--- src/rtl/cvt_shift_out.sv ---
module cvt_shift_out #(
  parameter int W = 10
) (
  input  logic         clk,
  input  logic         rst_n,
  input  logic         load,
  input  logic [W-1:0] load_data,
  input  logic         shift,
  output logic         bit_out,
  output logic         busy
);
  localparam int BCW = $clog2(W + 1);

  logic [W-1:0]   sr;
  logic [BCW-1:0] pos;

  always_ff @(posedge clk) begin
    if (!rst_n) begin
      sr  <= '0;
      pos <= '0;
    end else if (load) begin
      sr  <= load_data;
    end else if (shift) begin
      sr  <= {sr[W-2:0], 1'b0};
      pos <= (pos == BCW'(W - 1)) ? '0 : pos + 1'b1;
    end
  end

  assign bit_out = sr[W-1];
  assign busy    = (pos != '0);

  // the controller never reloads mid-read
  a_r6_no_load_busy: assert property (@(posedge clk) disable iff (!rst_n)
    load |-> !busy);
  // the word in flight holds between serial edges
  a_r6_hold_in_read: assert property (@(posedge clk) disable iff (!rst_n)
    (busy && !shift && !load) |=> $stable(sr));
  // without an accepted edge the read position stays put
  a_r9_pos_stable: assert property (@(posedge clk) disable iff (!rst_n)
    (!shift && !load) |=> $stable(pos));
endmodule

--- config.mk ---
export PLATFORM = sky130hd
export DESIGN_NAME = cvt_shift_out
export DESIGN_NICKNAME = d
export VERILOG_FILES = /design/src/rtl/cvt_shift_out.sv
export SDC_FILE = /design/constraint.sdc
export NUM_CORES = 1
export LEC_CHECK = 0
export ABC_AREA = 0
export BUFFER_PORTS_ARGS = -buffer_cell sky130_fd_sc_hd__buf_2
export CAP_MARGIN = 10
export CELL_PAD_IN_SITES_DETAIL_PLACEMENT = 0
export CELL_PAD_IN_SITES_GLOBAL_PLACEMENT = 1
export CORE_MARGIN = 2
export CORE_UTILIZATION = 33
export DETAILED_ROUTE_END_ITERATION = 16
export PLACE_DENSITY_LB_ADDON = 0.12
export SYNTH_ARGS = -nofsm -noshare
export SYNTH_HDL_FRONTEND = slang
export SYNTH_SLANG_ARGS = --single-unit
--- constraint.sdc ---
create_clock -name clk -period 1.07 [get_ports clk]
set_clock_uncertainty 0.05 [all_clocks]
set_input_delay 0.321 -clock clk [delete_from_list [all_inputs] [get_ports clk]]
set_output_delay 0.321 -clock clk [all_outputs]
set_load 0.02 [all_outputs]
# After elaboration in Yosys (flattened, before gate mapping)
# Cells that the tools add are included.
dict set report classes {
  n_reduce_logical 3
  bitwise 1
  mux 3
  eq_ne 1
  addsub 1
}
# operator count
set ops {}
lappend ops {{$mux W10} 2}
lappend ops {{$add A4 B1 Y4 const B} 1}
lappend ops {{$eq A4 B4 Y1 const B} 1}
lappend ops {{$mux W4} 1}
lappend ops {{$reduce_bool A4 Y1} 1}
lappend ops {{$reduce_and A2 Y1} 1}
lappend ops {{$reduce_bool A2 Y1} 1}
lappend ops {{$not A1 Y1} 1}
dict set report word_totals {
  out_inout_bits 2
  regBits 14
  input_bits 14
  elab_cells 11
}

# Longest topological paths before layout
# Gate-level depths: netlist (run 1).
dict set report logic_depth {
  ltp_word 2
  depth_mapped 4
  mapped_depth_nobuf 3
}

# Least setup slack after synthesis (run 1)
# OpenSTA, ideal clock, no wires.
dict set report synth_path {
  kind {flip-flop to output port}
  from {reg pos[0]}
  to {out busy}
  required_ns 0.699
  t_arrival_ns 0.948
  n_path_buf 0
  stages_incl_launch_ff 2
  slack_ns -0.249
  path_cell_list {dfxtp_1 -> or4_1}
}
dict set report synth_between {
  elab_chain_cells 1
}
# item line
set synth_rtl {}
lappend synth_rtl {{start, declared} 15} ;# logic [BCW-1:0] pos;
lappend synth_rtl {{start signal, assigned} 25} ;# pos <= (pos == BCW'(W - 1)) ? '0 : pos + 1'b1;
lappend synth_rtl {{$reduce_bool A4 Y1} 30} ;# assign busy = (pos != '0);
lappend synth_rtl {{end, declared} 10} ;# output logic busy
# No other way between the ends.

# Worst setup path after layout (run 1)
dict set report layout_path {
  from {reg pos[1]}
  to {out busy}
}
# The elaborated chain is that of the path after synthesis.

==> impl_metrics.yaml, run 1 <==
floorplanning:
  core.rowCount: 16
  initial_utilization_pct: 34.6
  floorplan_core_area_sq_um: 1920
  die_area_sq_um: 2390
  chipHeight_um: 48.9
  pin_count: 16
  width_of_the_chip_um: 48.9
route:
  vias: 567
  drt_iter0_drc: 2
  finalWirelength_mm: 1.33
  post-route-drc-count: 0
  drt_pre_antenna_iters: 4
  vias_per_cell: 4.57
  drt-wirelength-per-cell_um: 10.7
  ant_nets: 0
sta:
  rsz0062_at_grt: "yes"
  worst_pin_slew_ps: 212
  hold_ws_ps: 255
  tns_ps: -893
  final-setup-viol-count: 5
  hold_violations: 0
  maxSlewViolCount: 0
  timing.final.crit_share_pct: 152
  final_period_minus_worst_setup_slack_ps: 1630
  clock.fmax_mhz: 615
  fin_ws_ps: -556
  max-slew-margin-rel_pct: 85.9
worst_setup_path:
  critical_path_peak_fanout: 2
  crit_chain: "or4_4, buf_6"
  required_ps: 700
  crit_type: "reg2out"
  reg2reg_slack_ps: -190
  worstSetupEndpointType: "primary output"
  cp_slowest_cell: "sky130_fd_sc_hd__or4_4"
  r2r-end: "pos[1]"
  max_stage_delay_ps: 520
  crit_arrival_ps: 1250
  critical_path.startpoint_type: "register"
  r2r_start: "pos[0]"
  ff2ff_path_depth: 4
logic_synthesis:
  syn_avg_cell_area_sq_um: 9.10
  yosys.area.top_type_share_pct: 42.2
  yosys.area.top_type: "sky130_fd_sc_hd__dfxtp_1"
  synth_sequential_area_ratio_pct: 42.2
  ys_types: 22
  synth_cells: 73
  syn-cell-area_sq_um: 664
  post_synthesis_net_count: 87
  synth.yosys.warnings: 0
  yosys_register_bits: 14
  synth_area_leaders: "sky130_fd_sc_hd__dfxtp_1 (42%), sky130_fd_sc_hd__mux2i_1 (14%), sky130_fd_sc_hd__and2_1 (10%), sky130_fd_sc_hd__o21ai_1 (6.0%), sky130_fd_sc_hd__nand2_1 (5.6%)"
global_routing:
  pin_count_of_the_biggest_net_entering_global_routing: 16
  vias_in_the_first_global_route: 504
  first_pass_grt_wire_length_mm: 2.21
  grt_overflow: 0
  initial_antenna_violation_count: 0
  globalRouteTotalUtil_pct: 11.9
clock_network:
  clock_latency_ps: 270
  cts_inserted_buffers: 3
  ctsHtreeMaxLevel: 1
  clk_pin_slew_ps: 80
  cts.hold.buffers_added: 0
  clk_root_buffer_cell: "sky130_fd_sc_hd__clkbuf_4"
  cts_tree: "yes"
  clock_sink_count: 14
  cts.path.max_buffers: 2
final_layout:
  areaGrowthSynthToFinish_pct: 34.5
  multiInputGateArea_sq_um: 378
  post_layout_utilization_of_the_core_pct: 46.5
  fin_area_sq_um: 893
  post_route_cells_drive_above_1_share_pct: 36.1
  layout.nets: 113
  fill_cells: 208
  diodes: 0
  seq_area_sq_um: 285
placed_design:
  port_buffers: 15
  placedInstanceArea_sq_um: 827
  detailed_place_hpwl_um: 927
  place.gp.congestion: 0.742
power:
  p_leak_nw: 0.398
  power_per_cell_area_nw_per_um2: 1160
  max-vdd-ir-drop_mv: 0.721
worst_hold_path:
  hold_path.class: "in2reg"
  hold_path_depth: 3
  min_to: "sr[0]"
  worst_hold_startpoint: "load_data[0]"
run_status:
  violations: "negative setup slack"
  result_of_the_run: "finished with violations"
flow_run:
  maxCapViolations: 0
## final cells by class
cell class	count	share of cell area, %
multi-input cells	55	42.3
flip-flops and latches	14	31.9
repair buffers	25	19.5
well taps	27	3.78
clock buffers	3	2.52
## layout by cell type, fill, tap and decap left out, drive strengths merged, types with 2 or more instances in the layout
master	Yosys	layout
buf	2	25
dfxtp	14	14
and2	11	11
nand2	10	10
mux2i	9	9
o21ai	9	9
clkbuf	2	3
nor2b	2	2
xnor2	2	2
a21boi	2	2
## metal layers
metal  up-vias  GRT usage [%]  part of all wire, %
li1        299              -                    -
met1       258           16.7                   52
met2         8           16.9                   43
met3         2           2.76                  3.3
met4         0           5.71                 0.98
met5         -              0                    0
## power breakdown
group	internal [mW]	switching, mW	total [mW]
clock	0.130	0.152	0.282
sequential	0.548	0.0136	0.562
combinational	0.108	0.0804	0.188
## cell families (layout without fill, tap and decap cells)
kind of cell	count (synthesis)	in the layout	share of synthesized area (%)
flip-flops	14	14	42.2
multiplexers	9	9	13.6
buffers and inverters	4	28	3.01
AND/OR/NAND/NOR	31	31	27.5
AO/OA/AOI/OAI	13	13	11.1
XOR/XNOR	2	2	2.64
## worst max path at each step
stage	from	to	slack, ps	cells after the start
6_report	pos[1]	busy	-560	2
5_1_grt	pos[1]	busy	-590	2
4_1_cts	pos[1]	busy	-570	2
3_5_place_dp	pos[3]	busy	-280	2
3_3_place_gp	pos[3]	busy	-270	2
2_1_floorplan	pos[3]	busy	-180	1
## sequential cells by signal, summed over array words and instances (netlist names)
register	cells
sr	10
pos	4
## per-stage QoR
stage	cells	power, mW	setup WS, ps
final	124	1.03	-556
after global routing	124	1.10	-591
after CTS	123	1.04	-566
after detailed placement	120	0.740	-277
after global placement	120	0.736	-271
after floorplan	73	0.670	-177
## synthesized netlist by cell type, drive strengths merged
master / n
a221oi: 1
nand2: 10
mux2i: 9
nor2b: 2
xnor2: 2
or3: 1
clkbuf: 2
nand2b: 1
nand3b: 1
nand4b: 1
and3b: 1
dfxtp: 14
or4: 1
o21ai: 9
nand4bb: 1
a21boi: 2
buf: 2
and2: 11
a21oi: 1
nor3b: 1
## worst max-delay path: cells and delay by family (launching register included)
kind          cells  cell delay (ps)
flops             1              320
simple gates      1              520
buf+inv           1              140
## what timing repair did
action,in CTS,in global routing
buffers inserted,0,1
cloned,0,0
gates resized for setup,9,2
endpoints found under the setup margin,5,5
pin swaps,3,5
Power figures use the tool's default switching activity.
==> run 2: changes to the inputs <==
--- a/config.mk
+++ b/config.mk
@@ -5,13 +5,13 @@
 export SDC_FILE = /design/constraint.sdc
 export NUM_CORES = 1
 export LEC_CHECK = 0
-export ABC_AREA = 0
+export ABC_AREA = 1
 export BUFFER_PORTS_ARGS = -buffer_cell sky130_fd_sc_hd__buf_2
 export CAP_MARGIN = 10
 export CELL_PAD_IN_SITES_DETAIL_PLACEMENT = 0
 export CELL_PAD_IN_SITES_GLOBAL_PLACEMENT = 1
 export CORE_MARGIN = 2
-export CORE_UTILIZATION = 33
+export CORE_UTILIZATION = 31
 export DETAILED_ROUTE_END_ITERATION = 16
 export PLACE_DENSITY_LB_ADDON = 0.12
 export SYNTH_ARGS = -nofsm -noshare
==> impl_metrics.yaml, run 2 <==
sta:
  clock.fmax_mhz: 790
  max-slew-margin-rel_pct: 86.9
  hold_violations: 0
  maxSlewViolCount: 0
  worst_pin_slew_ps: 196
  fin_ws_ps: -196
  final_period_minus_worst_setup_slack_ps: 1270
  final-setup-viol-count: 2
  rsz0062_at_grt: "yes"
  timing.final.crit_share_pct: 118
final_layout:
  largest_register_ff_count: 10
  instances_no_fill: 157
  layout.cells.most_common: "sky130_fd_sc_hd__nand2_1"
  diodes: 0
  largest_register: "sr"
  layout.nets: 145
  areaGrowthSynthToFinish_pct: 39.8
  largestRegisters: "sr (10), pos (4)"
  post_route_cells_drive_above_1_share_pct: 33.8
  most_frequent_cells_in_the_layout: "sky130_fd_sc_hd__nand2_1 (45), sky130_fd_sc_hd__buf_2 (13), sky130_fd_sc_hd__inv_1 (11)"
flow_run:
  maxCapViolations: 0
floorplanning:
  width_of_the_chip_um: 50.2
  die_area_sq_um: 2520
  chipHeight_um: 50.2
  core.rowCount: 16
  pin_count: 16
  floorplan_core_area_sq_um: 1980
  initial_utilization_pct: 33.3
logic_synthesis:
  yosys_register_bits: 14
  yosys.area.top_type_share_pct: 42.4
  synth_top_flop_cell: "sky130_fd_sc_hd__dfxtp_1"
  synthArstFlopShare_pct: 0
  synth_cells: 103
  syn-cell-area_sq_um: 661
  synth.yosys.warnings: 0
  synth_area_leaders: "sky130_fd_sc_hd__dfxtp_1 (42%), sky130_fd_sc_hd__nand2_1 (26%), sky130_fd_sc_hd__nand3_1 (8.3%), sky130_fd_sc_hd__inv_1 (6.3%), sky130_fd_sc_hd__nor2_1 (4.5%)"
  synth.cells.most_frequent: "sky130_fd_sc_hd__nand2_1 (45), sky130_fd_sc_hd__dfxtp_1 (14), sky130_fd_sc_hd__inv_1 (11), sky130_fd_sc_hd__nand3_1 (11), sky130_fd_sc_hd__nor2_1 (8)"
  yosys.area.top_type: "sky130_fd_sc_hd__dfxtp_1"
  post_synthesis_net_count: 117
  synth_enable_flop_cells: 0
  syn_avg_cell_area_sq_um: 6.41
  synth_sequential_area_ratio_pct: 42.4
  ys_types: 16
  synth_most_common_cell: "sky130_fd_sc_hd__nand2_1"
global_routing:
  pin_count_of_the_biggest_net_entering_global_routing: 13
  initial_antenna_violation_count: 0
  vias_in_the_first_global_route: 615
  globalRouteTotalUtil_pct: 13.5
  first_pass_grt_wire_length_mm: 2.56
  grt_overflow: 0
worst_setup_path:
  r2r_start: "pos[2]"
  crit_type: "reg2out"
  reg2reg_slack_ps: 40
  startpoint: "pos[1]"
  r2r-end: "pos[3]"
  ff2ff_path_depth: 7
  critical_path_peak_fanout: 2
  required_ps: 700
  cp_slowest_cell: "sky130_fd_sc_hd__dfxtp_2"
  worstSetupEndpointType: "primary output"
  crit_arrival_ps: 890
  critical_path.startpoint_type: "register"
  worstSetupEndpoint: "busy"
  crit_chain: "nor2_2, nand2_1, buf_6"
  max_stage_delay_ps: 340
clock_network:
  cts.hold.buffers_added: 0
  cts.path.max_buffers: 2
  clk_root_buffer_cell: "sky130_fd_sc_hd__clkbuf_4"
  clock_sink_count: 14
  clock_latency_ps: 280
  cts_tree: "yes"
  ctsHtreeMaxLevel: 1
  clk_pin_slew_ps: 80
  cts_inserted_buffers: 3
power:
  max-vdd-ir-drop_mv: 0.625
  p_total_mw: 1.11
  power_per_cell_area_nw_per_um2: 1200
  p_leak_nw: 0.487
worst_hold_path:
  hold_path_depth: 3
  hold_path.class: "in2reg"
route:
  drt-wirelength-per-cell_um: 9.27
  finalWirelength_mm: 1.46
  drt_iter0_drc: 3
  post-route-drc-count: 0
  drt_pre_antenna_iters: 4
  vias_per_cell: 4.34
  vias: 682
  ant_nets: 0
run_status:
  violations: "negative setup slack"
  result_of_the_run: "finished with violations"
placed_design:
  port_buffers: 15
  detailed_place_hpwl_mm: 1.06
  place.gp.congestion: 0.714
  place.detailed.instances: 149
==> run 2: changes by cell type after synthesis, moves of 2 or more <==
cell                       before  now
sky130_fd_sc_hd__clkbuf_1       2    0
sky130_fd_sc_hd__inv_2          0    2
sky130_fd_sc_hd__mux2i_1        9    0
sky130_fd_sc_hd__and2_1        11    0
sky130_fd_sc_hd__o21ai_1        8    0
sky130_fd_sc_hd__nor2b_1        2    0
sky130_fd_sc_hd__inv_1          0   11
sky130_fd_sc_hd__nand2_1       10   45
sky130_fd_sc_hd__nor2_1         0    8
sky130_fd_sc_hd__xnor2_1        2    0
sky130_fd_sc_hd__nand3_1        0   11
sky130_fd_sc_hd__a21boi_1       2    0
==> run 2: worst min path at each step <==
stage / from / endpoint / slack, ps
3_3_place_gp: sr[0] / sr[0] / 420
5_1_grt: load_data[0] / sr[0] / 290
3_5_place_dp: sr[0] / sr[0] / 430
2_1_floorplan: rst_n / pos[1] / 400
4_1_cts: load_data[0] / sr[0] / 250
6_report: load_data[0] / sr[0] / 260
==> run 2: timing repair <==
action,CTS,global route
gates resized for setup,9,7
setup endpoints to repair,2,3
pin swaps,1,6
setup buffers,3,1
==> run 2: cells by family after synthesis <==
group | after synthesis | synth area share (%)
compound gates | 6 | 5.30
buf+inv | 16 | 10.4
flops | 14 | 42.4
simple gates | 67 | 41.9
==> run 2: layer usage <==
| layer | up-vias | part of all wire (%) | global-route usage, % |
|---|---|---|---|
| li1 | 368 | - | - |
| met5 | - | 0 | 0 |
| met1 | 299 | 47 | 16.6 |
| met3 | 2 | 5.1 | 5.65 |
| met4 | 0 | 0.69 | 4.17 |
| met2 | 13 | 48 | 21.3 |
==> run 2: layout make-up <==
type	count	area [sq um]
fillers	223	1060
flip-flops and latches	14	289
repair buffers	26	190
inverters	13	48.8
multi-input cells	73	325
clock buffers	4	36.3
well taps	27	33.8
==> run 2: power by group <==
group	total [mW]	switching, mW	leakage [nW]	internal [mW]
registers	0.559	0.0132	0.117	0.546
clock network	0.378	0.171	0.0210	0.207
logic	0.170	0.0862	0.348	0.0843
total	1.11	0.270	0.487	0.837
==> run 2: stage by stage <==
| stage | worst slack (ps) | util, % | area, sq um | TNS (ps) | hold WS [ps] |
|---|---|---|---|---|---|
| detailed placement | -64.1 | 41.1 | 815 | -228 | 429 |
| global route | -250 | 46.6 | 923 | -382 | 289 |
| global placement | -38.4 | 41.1 | 815 | -52.6 | 419 |
| floorplan | 123 | - | 661 | 0 | 398 |
| finish | -196 | 46.6 | 923 | -226 | 259 |
| CTS | -217 | 45.1 | 893 | -266 | 250 |
==> run 2: worst max-delay path, delay by kind of cell, from the launching register on <==
kind          cells  cell delay, ps
buf+inv           1             130
flops             1             340
simple gates      2             150
